--- config.mk ---
export PLATFORM = sky130hd
export DESIGN_NAME = prog_root_timer
export DESIGN_NICKNAME = d
export VERILOG_FILES = /design/src/rtl/rtmr_pkg.sv /design/src/rtl/rtmr_clk_sel.sv /design/src/rtl/rtmr_counter.sv /design/src/rtl/rtmr_ctrl.sv /design/src/rtl/prog_root_timer.sv
export SDC_FILE = /design/constraint.sdc
export NUM_CORES = 1
export LEC_CHECK = 0
export BUFFER_PORTS_ARGS = -buffer_cell sky130_fd_sc_hd__buf_2
export CAP_MARGIN = 25
export CORE_MARGIN = 10
export CORE_UTILIZATION = 50
export CTS_CLUSTER_DIAMETER = 50
export CTS_CLUSTER_SIZE = 30
export DETAILED_ROUTE_END_ITERATION = 10
export GPL_ROUTABILITY_DRIVEN = 0
export PLACE_DENSITY = 0.81
export SYNTH_ARGS = -nofsm -noshare
export SYNTH_HDL_FRONTEND = slang
export SYNTH_SLANG_ARGS = --single-unit
export TNS_END_PERCENT = 10
--- constraint.sdc ---
create_clock -name clk -period 2.1 [get_ports clk]
set_input_delay 0.21 -clock clk [delete_from_list [all_inputs] [get_ports clk]]
set_output_delay 0.21 -clock clk [all_outputs]
set_load 0.005 [all_outputs]
--- src/rtl/rtmr_pkg.sv ---
package rtmr_pkg;

  // Mode register field positions (software-visible layout).
  localparam int MB_STOP    = 0;
  localparam int MB_RST_TGT = 3;
  localparam int MB_IRQ_TGT = 4;
  localparam int MB_IRQ_OVF = 5;
  localparam int MB_IRQ_RPT = 6;
  localparam int MB_ALT     = 8;
  localparam int MB_DIV     = 9;
  localparam int MB_EVT     = 10;
  localparam int MB_FLG_TGT = 11;
  localparam int MB_FLG_OVF = 12;

  localparam int MODE_W = 16;  // visible mode width
  localparam int CFG_W  = 10;  // writable control bits 9:0

  typedef enum logic [1:0] {
    REG_COUNT  = 2'd0,
    REG_MODE   = 2'd1,
    REG_TARGET = 2'd2,
    REG_NONE   = 2'd3
  } reg_sel_e;

  typedef struct packed {
    logic tgt;
    logic ovf;
  } evt_t;

endpackage

--- src/rtl/rtmr_clk_sel.sv ---
module rtmr_clk_sel #(
  parameter int CHAN_IDX = 0,
  parameter int DIV_LOG2 = 3
) (
  input  logic clk,
  input  logic rst,
  input  logic mode_wr,
  input  logic ctl_stop,
  input  logic ctl_alt,
  input  logic ctl_div,
  input  logic sys_ce,
  input  logic pix_ce,
  input  logic hsync_pulse,
  output logic tick
);

  logic unused_src;

  generate
    if (CHAN_IDX == 2) begin : g_div
      logic [DIV_LOG2-1:0] pre_q;

      always_ff @(posedge clk) begin
        if (rst || mode_wr) pre_q <= '0;
        else if (sys_ce)    pre_q <= pre_q + 1'b1;
      end

      assign tick       = !ctl_stop && sys_ce && (!ctl_div || (&pre_q));
      assign unused_src = pix_ce ^ hsync_pulse ^ ctl_alt;

      // a divided tick is never followed directly by another
      assert_div_spacing_R11: assert property (@(posedge clk) disable iff (rst)
        (tick && ctl_div && !mode_wr) |=> !tick)
        else $error("divided tick repeated on consecutive cycles");
    end else if (CHAN_IDX == 1) begin : g_hsync
      assign tick       = ctl_alt ? hsync_pulse : sys_ce;
      assign unused_src = pix_ce ^ ctl_stop ^ ctl_div ^ mode_wr ^ rst ^ clk;
    end else begin : g_pix
      assign tick       = ctl_alt ? pix_ce : sys_ce;
      assign unused_src = hsync_pulse ^ ctl_stop ^ ctl_div ^ mode_wr ^ rst ^ clk;
    end
  endgenerate

endmodule

--- src/rtl/rtmr_counter.sv ---
module rtmr_counter
  import rtmr_pkg::*;
#(
  parameter int CNT_W = 16
) (
  input  logic             clk,
  input  logic             rst,
  input  logic             tick,
  input  logic             clr,
  input  logic             cnt_wr,
  input  logic [CNT_W-1:0] cnt_wdata,
  input  logic             rst_at_tgt,
  input  logic [CNT_W-1:0] target,
  output logic [CNT_W-1:0] cnt_q,
  output evt_t             evt
);

  logic [CNT_W-1:0] nxt;
  logic             fold;
  logic             live;

  always_comb begin
    fold    = rst_at_tgt && (cnt_q == target);
    nxt     = fold ? '0 : cnt_q + 1'b1;
    live    = tick && !cnt_wr && !clr;
    evt.tgt = live && (nxt == target);
    evt.ovf = live && (&cnt_q) && !fold;
  end

  always_ff @(posedge clk) begin
    if (rst || clr)  cnt_q <= '0;
    else if (cnt_wr) cnt_q <= cnt_wdata;
    else if (tick)   cnt_q <= nxt;
  end

  assert_ovf_wraps_R5: assert property (@(posedge clk) disable iff (rst)
    evt.ovf |=> (cnt_q == '0))
    else $error("overflow event did not leave count at zero");

  assert_tgt_lands_R4: assert property (@(posedge clk) disable iff (rst)
    evt.tgt |=> (cnt_q == $past(target)))
    else $error("target event without count reaching target");

  assert_mode_clears_R9: assert property (@(posedge clk) disable iff (rst)
    clr |=> (cnt_q == '0))
    else $error("mode write did not zero the count");

  assert_write_wins_R12: assert property (@(posedge clk) disable iff (rst)
    (cnt_wr && !clr) |=> (cnt_q == $past(cnt_wdata)))
    else $error("count write lost against a tick");

endmodule

--- src/rtl/rtmr_ctrl.sv ---
module rtmr_ctrl
  import rtmr_pkg::*;
#(
  parameter int CHAN_IDX = 0,
  parameter int IRQ_W    = 8,
  parameter int IRQ_BASE = 4
) (
  input  logic              clk,
  input  logic              rst,
  input  logic              mode_wr,
  input  logic [CFG_W-1:0]  mode_wdata,
  input  logic              mode_rd,
  input  evt_t              evt_in,
  output logic [MODE_W-1:0] mode_q,
  output logic [IRQ_W-1:0]  irq_vec
);

  localparam int IRQ_BIT = IRQ_BASE + CHAN_IDX;

  logic [CFG_W-1:0] cfg_q;
  logic flg_evt_q, flg_tgt_q, flg_ovf_q, fired_q, irq_q;
  logic qualify, issue;

  always_comb begin
    qualify = (evt_in.tgt && cfg_q[MB_IRQ_TGT]) || (evt_in.ovf && cfg_q[MB_IRQ_OVF]);
    issue   = qualify && (cfg_q[MB_IRQ_RPT] || !fired_q);
  end

  always_ff @(posedge clk) begin
    if (rst) begin
      cfg_q     <= '0;
      flg_evt_q <= 1'b0;
      flg_tgt_q <= 1'b0;
      flg_ovf_q <= 1'b0;
      fired_q   <= 1'b0;
      irq_q     <= 1'b0;
    end else if (mode_wr) begin
      cfg_q     <= mode_wdata;
      flg_evt_q <= 1'b0;
      flg_tgt_q <= 1'b0;
      flg_ovf_q <= 1'b0;
      fired_q   <= 1'b0;
      irq_q     <= 1'b0;
    end else begin
      irq_q     <= issue;
      if (issue) fired_q <= 1'b1;
      flg_evt_q <= flg_evt_q || evt_in.tgt || evt_in.ovf;
      if (evt_in.tgt)   flg_tgt_q <= 1'b1;
      else if (mode_rd) flg_tgt_q <= 1'b0;
      if (evt_in.ovf)   flg_ovf_q <= 1'b1;
      else if (mode_rd) flg_ovf_q <= 1'b0;
    end
  end

  always_comb begin
    mode_q             = '0;
    mode_q[CFG_W-1:0]  = cfg_q;
    mode_q[MB_EVT]     = flg_evt_q;
    mode_q[MB_FLG_TGT] = flg_tgt_q;
    mode_q[MB_FLG_OVF] = flg_ovf_q;
    irq_vec            = '0;
    irq_vec[IRQ_BIT]   = irq_q;
  end

  assert_irq_once_R7: assert property (@(posedge clk) disable iff (rst)
    (irq_q && !cfg_q[MB_IRQ_RPT]) |=> !irq_q)
    else $error("one-shot interrupt fired twice");

  assert_irq_cause_R6: assert property (@(posedge clk) disable iff (rst)
    irq_q |-> $past(evt_in.tgt || evt_in.ovf))
    else $error("interrupt without a preceding event");

  assert_flag_clear_R8: assert property (@(posedge clk) disable iff (rst)
    (mode_rd && !mode_wr && !evt_in.tgt) |=> !flg_tgt_q)
    else $error("target flag survived a mode read");

  assert_flag_set_R4: assert property (@(posedge clk) disable iff (rst)
    evt_in.tgt |=> (flg_tgt_q && flg_evt_q))
    else $error("target event not recorded");

endmodule

--- src/rtl/prog_root_timer.sv ---
module prog_root_timer
  import rtmr_pkg::*;
#(
  parameter int CHAN_IDX = 0,
  parameter int DATA_W   = 32,
  parameter int CNT_W    = 16,
  parameter int ADDR_W   = 2,
  parameter int DIV_LOG2 = 3,
  parameter int IRQ_W    = 8,
  parameter int IRQ_BASE = 4
) (
  input  logic              clk,
  input  logic              rst,
  input  logic              bus_en,
  input  logic              bus_we,
  input  logic [ADDR_W-1:0] bus_addr,
  input  logic [DATA_W-1:0] bus_wdata,
  output logic [DATA_W-1:0] bus_rdata,
  input  logic              sys_ce,
  input  logic              pix_ce,
  input  logic              hsync_pulse,
  output logic [IRQ_W-1:0]  irq_vec
);

  reg_sel_e          sel;
  logic              wr, rd;
  logic              cnt_wr, mode_wr, mode_rd, tgt_wr;
  logic [CNT_W-1:0]  target_q;
  logic [CNT_W-1:0]  cnt_q;
  logic [MODE_W-1:0] mode_q;
  logic              tick;
  evt_t              evt;
  logic              unused_ok;

  assign sel       = reg_sel_e'(bus_addr[1:0]);
  assign wr        = bus_en && bus_we;
  assign rd        = bus_en && !bus_we;
  assign cnt_wr    = wr && (sel == REG_COUNT);
  assign mode_wr   = wr && (sel == REG_MODE);
  assign tgt_wr    = wr && (sel == REG_TARGET);
  assign mode_rd   = rd && (sel == REG_MODE);
  assign unused_ok = ^bus_wdata[DATA_W-1:CNT_W];

  always_ff @(posedge clk) begin
    if (rst)         target_q <= '0;
    else if (tgt_wr) target_q <= bus_wdata[CNT_W-1:0];
  end

  always_ff @(posedge clk) begin
    if (rst) bus_rdata <= '0;
    else if (rd) begin
      unique case (sel)
        REG_COUNT:  bus_rdata <= DATA_W'(cnt_q);
        REG_MODE:   bus_rdata <= DATA_W'(mode_q);
        REG_TARGET: bus_rdata <= DATA_W'(target_q);
        default:    bus_rdata <= '0;
      endcase
    end
  end

  rtmr_clk_sel #(.CHAN_IDX(CHAN_IDX), .DIV_LOG2(DIV_LOG2)) u_clk_sel (
    .clk(clk), .rst(rst), .mode_wr(mode_wr),
    .ctl_stop(mode_q[MB_STOP]), .ctl_alt(mode_q[MB_ALT]), .ctl_div(mode_q[MB_DIV]),
    .sys_ce(sys_ce), .pix_ce(pix_ce), .hsync_pulse(hsync_pulse), .tick(tick)
  );

  rtmr_counter #(.CNT_W(CNT_W)) u_counter (
    .clk(clk), .rst(rst), .tick(tick), .clr(mode_wr),
    .cnt_wr(cnt_wr), .cnt_wdata(bus_wdata[CNT_W-1:0]),
    .rst_at_tgt(mode_q[MB_RST_TGT]), .target(target_q),
    .cnt_q(cnt_q), .evt(evt)
  );

  rtmr_ctrl #(.CHAN_IDX(CHAN_IDX), .IRQ_W(IRQ_W), .IRQ_BASE(IRQ_BASE)) u_ctrl (
    .clk(clk), .rst(rst), .mode_wr(mode_wr),
    .mode_wdata(bus_wdata[CFG_W-1:0]), .mode_rd(mode_rd),
    .evt_in(evt), .mode_q(mode_q), .irq_vec(irq_vec)
  );

  generate
    if (CHAN_IDX == 2) begin : g_stop_chk
      // a stopped channel 2 keeps its count unless software writes it
      assert_stop_holds_R11: assert property (@(posedge clk) disable iff (rst)
        (mode_q[MB_STOP] && !cnt_wr && !mode_wr) |=> $stable(cnt_q))
        else $error("stopped channel kept counting");
    end
  endgenerate

endmodule

==> key figures <==
CTS
  • Clk sinks: 63
  • H-tree depth: 3
  • TritonCTS Buffers: 9
  • CTS tree: built
  • Hold_buf cts: 0
  • CTS Buffer Depth: 2
  • Clk Latency, worst-skew pair: roughly 0.35 ns
  • Root Driver: clkbuf_8
  • Clock transition at path regs: around 0.08 ns

Global routing
  • Vias in the first global route: ~4600
  • Pin count of the biggest net entering global routing: 33
  • Initial antenna violation count: 0
  • Total gr overflow: 0
  • Tot GR Track Use: 0.238
  • First-pass GRT wire length: around 23000 um

Finish
  • Share of layout cells above drive strength 1: 0.338
  • # fillers: ~550
  • Final nets: 696
  • Post-layout instance area: 0.00540 mm2
  • Final cell count without fillers: approximately 760
  • Syn-to-layout area delta: 34.1%
  • Final core occ: 0.695
  • Inserted Diodes: 0
  • FF+latch area: approximately 0.0013 mm2
  • Multi-input gate area: roughly 0.0027 mm2

Placed design
  • Inst Count DP: 739
  • Count of input and output buffers: 40
  • Detailed Place HPWL: ~11000 um
  • Placed Instance Area: ~0.0049 mm2

Setup path
  • Worst Reg-to-Reg Cells: 10
  • Worst Setup Path Type: reg2reg
  • R2r setup slk: -0.51 ns
  • Crit start category: flop
  • Critical Path End Type: flop
  • Crit path required time: 2.38 ns
  • CP Data Arrival Time: slightly below 3 ns
  • Crit Path Max Fanout: 4

STA
  • Setup TNS: -2.75 ns
  • RSZ-0062 raised after global routing: yes
  • Final Hold Fails: 0
  • Worst-margin pin slew: ~0.74 ns
  • Setup WS post-layout: -0.505 ns
  • Final setup viols: 14
  • Final min period: 2.61 ns
  • Final period util: 1.24
  • Worst Skew: about 0.011 ns
  • Worst slew margin: 0.507
  • Max Fclk: between 300 and 400 MHz
  • Slew Viols, Final: 0

Floorplanning
  • Die width: around 110 um
  • Die extent in y: 110 um
  • Starting Density: 0.518
  • CORE AREA: 0.00777 mm2
  • IO Pins: 81
  • Die footprint: 0.0120 mm2
  • FP Rows: 32

Pwr
  • Clk pwr share: 0.387
  • Sw Pwr: 949 uW
  • Combinational fraction of design power: 0.208
  • Peak VDD IR: ~0.42 mV
  • Sw frac: 0.300
  • Cell Int Power: about 2.2 mW
  • Power density cells: slightly below 600 mW/mm2
  • Total Power: 3.16 mW
  • Sequential power share: 0.405
  • P_leak: approximately 2.2 nW

Synth
  • Ys flop type: dfxtp_1
  • Post-synthesis register bit count: between 60 and 70
  • Synth warnings: 0
  • Syn Inst Count: around 540
  • Top cells by area, synth: dfxtp_1, nand2_1, a21oi_1
  • Most frequent cell after synthesis: nand2_1
  • Yosys cell types: 64
  • Share of flip-flops with an asynchronous set or reset: 0
  • Post-synth EDFFs: 0
  • Top cell type's share of synthesized area: 0.313
  • Seq/Total Area, Yosys: 0.313
  • Synthesized area: 0.00403 mm2
  • Most instantiated cells after synthesis: nand2_1, dfxtp_1, nor2_1
  • Syn avg cell area: 7.40 um2
  • Synth area leader: dfxtp_1

Route
  • Post-DR wirelength/cell: about 22 um
  • Initial DRT Pass Iterations: 6
  • Vias: 5031
  • Final WL: between 15000 and 20000 um
  • DRC: 0
  • DR vias/cell: ~6.6
  • DRT iter0 DRCs: between 800 and 900
  • Antenna viol nets, final: 0

Min path
  • Worst Hold Depth: 3
  • Worst min path class: in2reg

Run status
  • Failing checks: setup timing
  • Status: finished, violations left

Job
  • MaxCap Viol Count: 0
-- critical path, stage by stage (launching register included) --
cell and delay, ns:
dfxtp_4 0.37, buf_6 0.13, xor2_2 0.14, nor4_1 0.37, and4_1 0.36, o2111ai_2 0.15, a2111o_1 0.34, nor3_4 0.27
buf_6 0.16, nand3_4 0.09, a21oi_2 0.15
-- area by class of cell --
| cell class | instances | area share |
|---|---|---|
| clock inverters | 6 | 0.0171 |
| inverters | 11 | 0.00765 |
| clock buffers | 10 | 0.0255 |
| repair buffers | 146 | 0.195 |
| well taps | 102 | 0.0236 |
| multi-input cells | 423 | 0.491 |
| flip-flops and latches | 63 | 0.240 |
-- state kept, by name, indices dropped and copies added, names as in the netlist --
signal,cells
bus_rdata,16
target_q,16
u_counter.cnt_q,16
u_ctrl.cfg_q,10
u_ctrl.fired_q,1
u_ctrl.flg_evt_q,1
u_ctrl.flg_ovf_q,1
u_ctrl.flg_tgt_q,1
u_ctrl.irq_q,1
-- layer usage --
metal / vias to the layer above / part of all wire / GRT usage
met3: 184 / 0.13 / 0.0544
met1: 2269 / 0.33 / 0.274
met4: 0 / 0.090 / 0.149
met5: - / 0 / 0
met2: 482 / 0.45 / 0.394
li1: 2096 / - / -
-- metrics by stage --
stage / hold slack, ns / worst slack (ns)
6_report: 0.116 / -0.505
5_1_grt: 0.118 / -0.687
4_1_cts: 0.114 / -0.205
3_5_place_dp: 0.455 / -0.312
3_3_place_gp: 0.442 / -0.255
2_1_floorplan: 0.346 / -0.0885
-- cell families after synthesis --
group | share of synthesized area
AOI/OAI and AO/OA | 0.214
adders and majority gates | 0.00311
xor gates and xnor gates | 0.0457
buffers and inverters | 0.106
other | 0.000931
muxes | 0.0404
DFF | 0.313
and+or+nand+nor | 0.277
-- power by group through the flow --
| stage | Combinational (mW) | Clock (mW) | Sequential [mW] |
|---|---|---|---|
| 4_1_cts | 0.558 | 1.22 | 1.28 |
| 3_5_place_dp | 0.535 | 0 | 1.31 |
| 2_1_floorplan | 0.357 | 0 | 1.30 |
| 6_report | 0.658 | 1.23 | 1.28 |
| 5_1_grt | 0.694 | 1.28 | 1.28 |
| 3_3_place_gp | 0.520 | 0 | 1.30 |
-- worst paths after layout --
path,from,endpoint
hold / removal,bus_wdata[14],target_q[14]
setup / recovery,u_counter.cnt_q[8],u_ctrl.flg_evt_q
hold reg to reg,u_ctrl.cfg_q[0],u_ctrl.cfg_q[0]
setup reg to reg,u_counter.cnt_q[8],u_ctrl.flg_evt_q
-- cells in the final DEF (no fill, tap or decap), types with 4 or more instances in the layout --
master and instances:
nand3_4 4, buf_6 7, nand4_1 7, nor2b_1 7
nor3_1 26, a21oi_1 44, o21ai_1 9, conb_1 23
nand3_1 6, dfxtp_4 7, o211ai_1 5, nand2_1 77
a211oi_1 16, dfxtp_2 5, mux2i_1 14, a31oi_1 7
xor2_1 9, a21oi_2 4, buf_2 40, buf_4 94
nor2_1 58, xnor2_1 6, o21ai_0 12, dfxtp_1 51
or3_1 5, clkbuf_8 10, inv_1 11
-- repair_timing --
action	in CTS	in global routing
resized for setup	29	42
pin swaps	2	14
endpoints found under the setup margin	19	21
buffers inserted	0	6
cloned	0	0
Power figures use the tool's default switching activity.
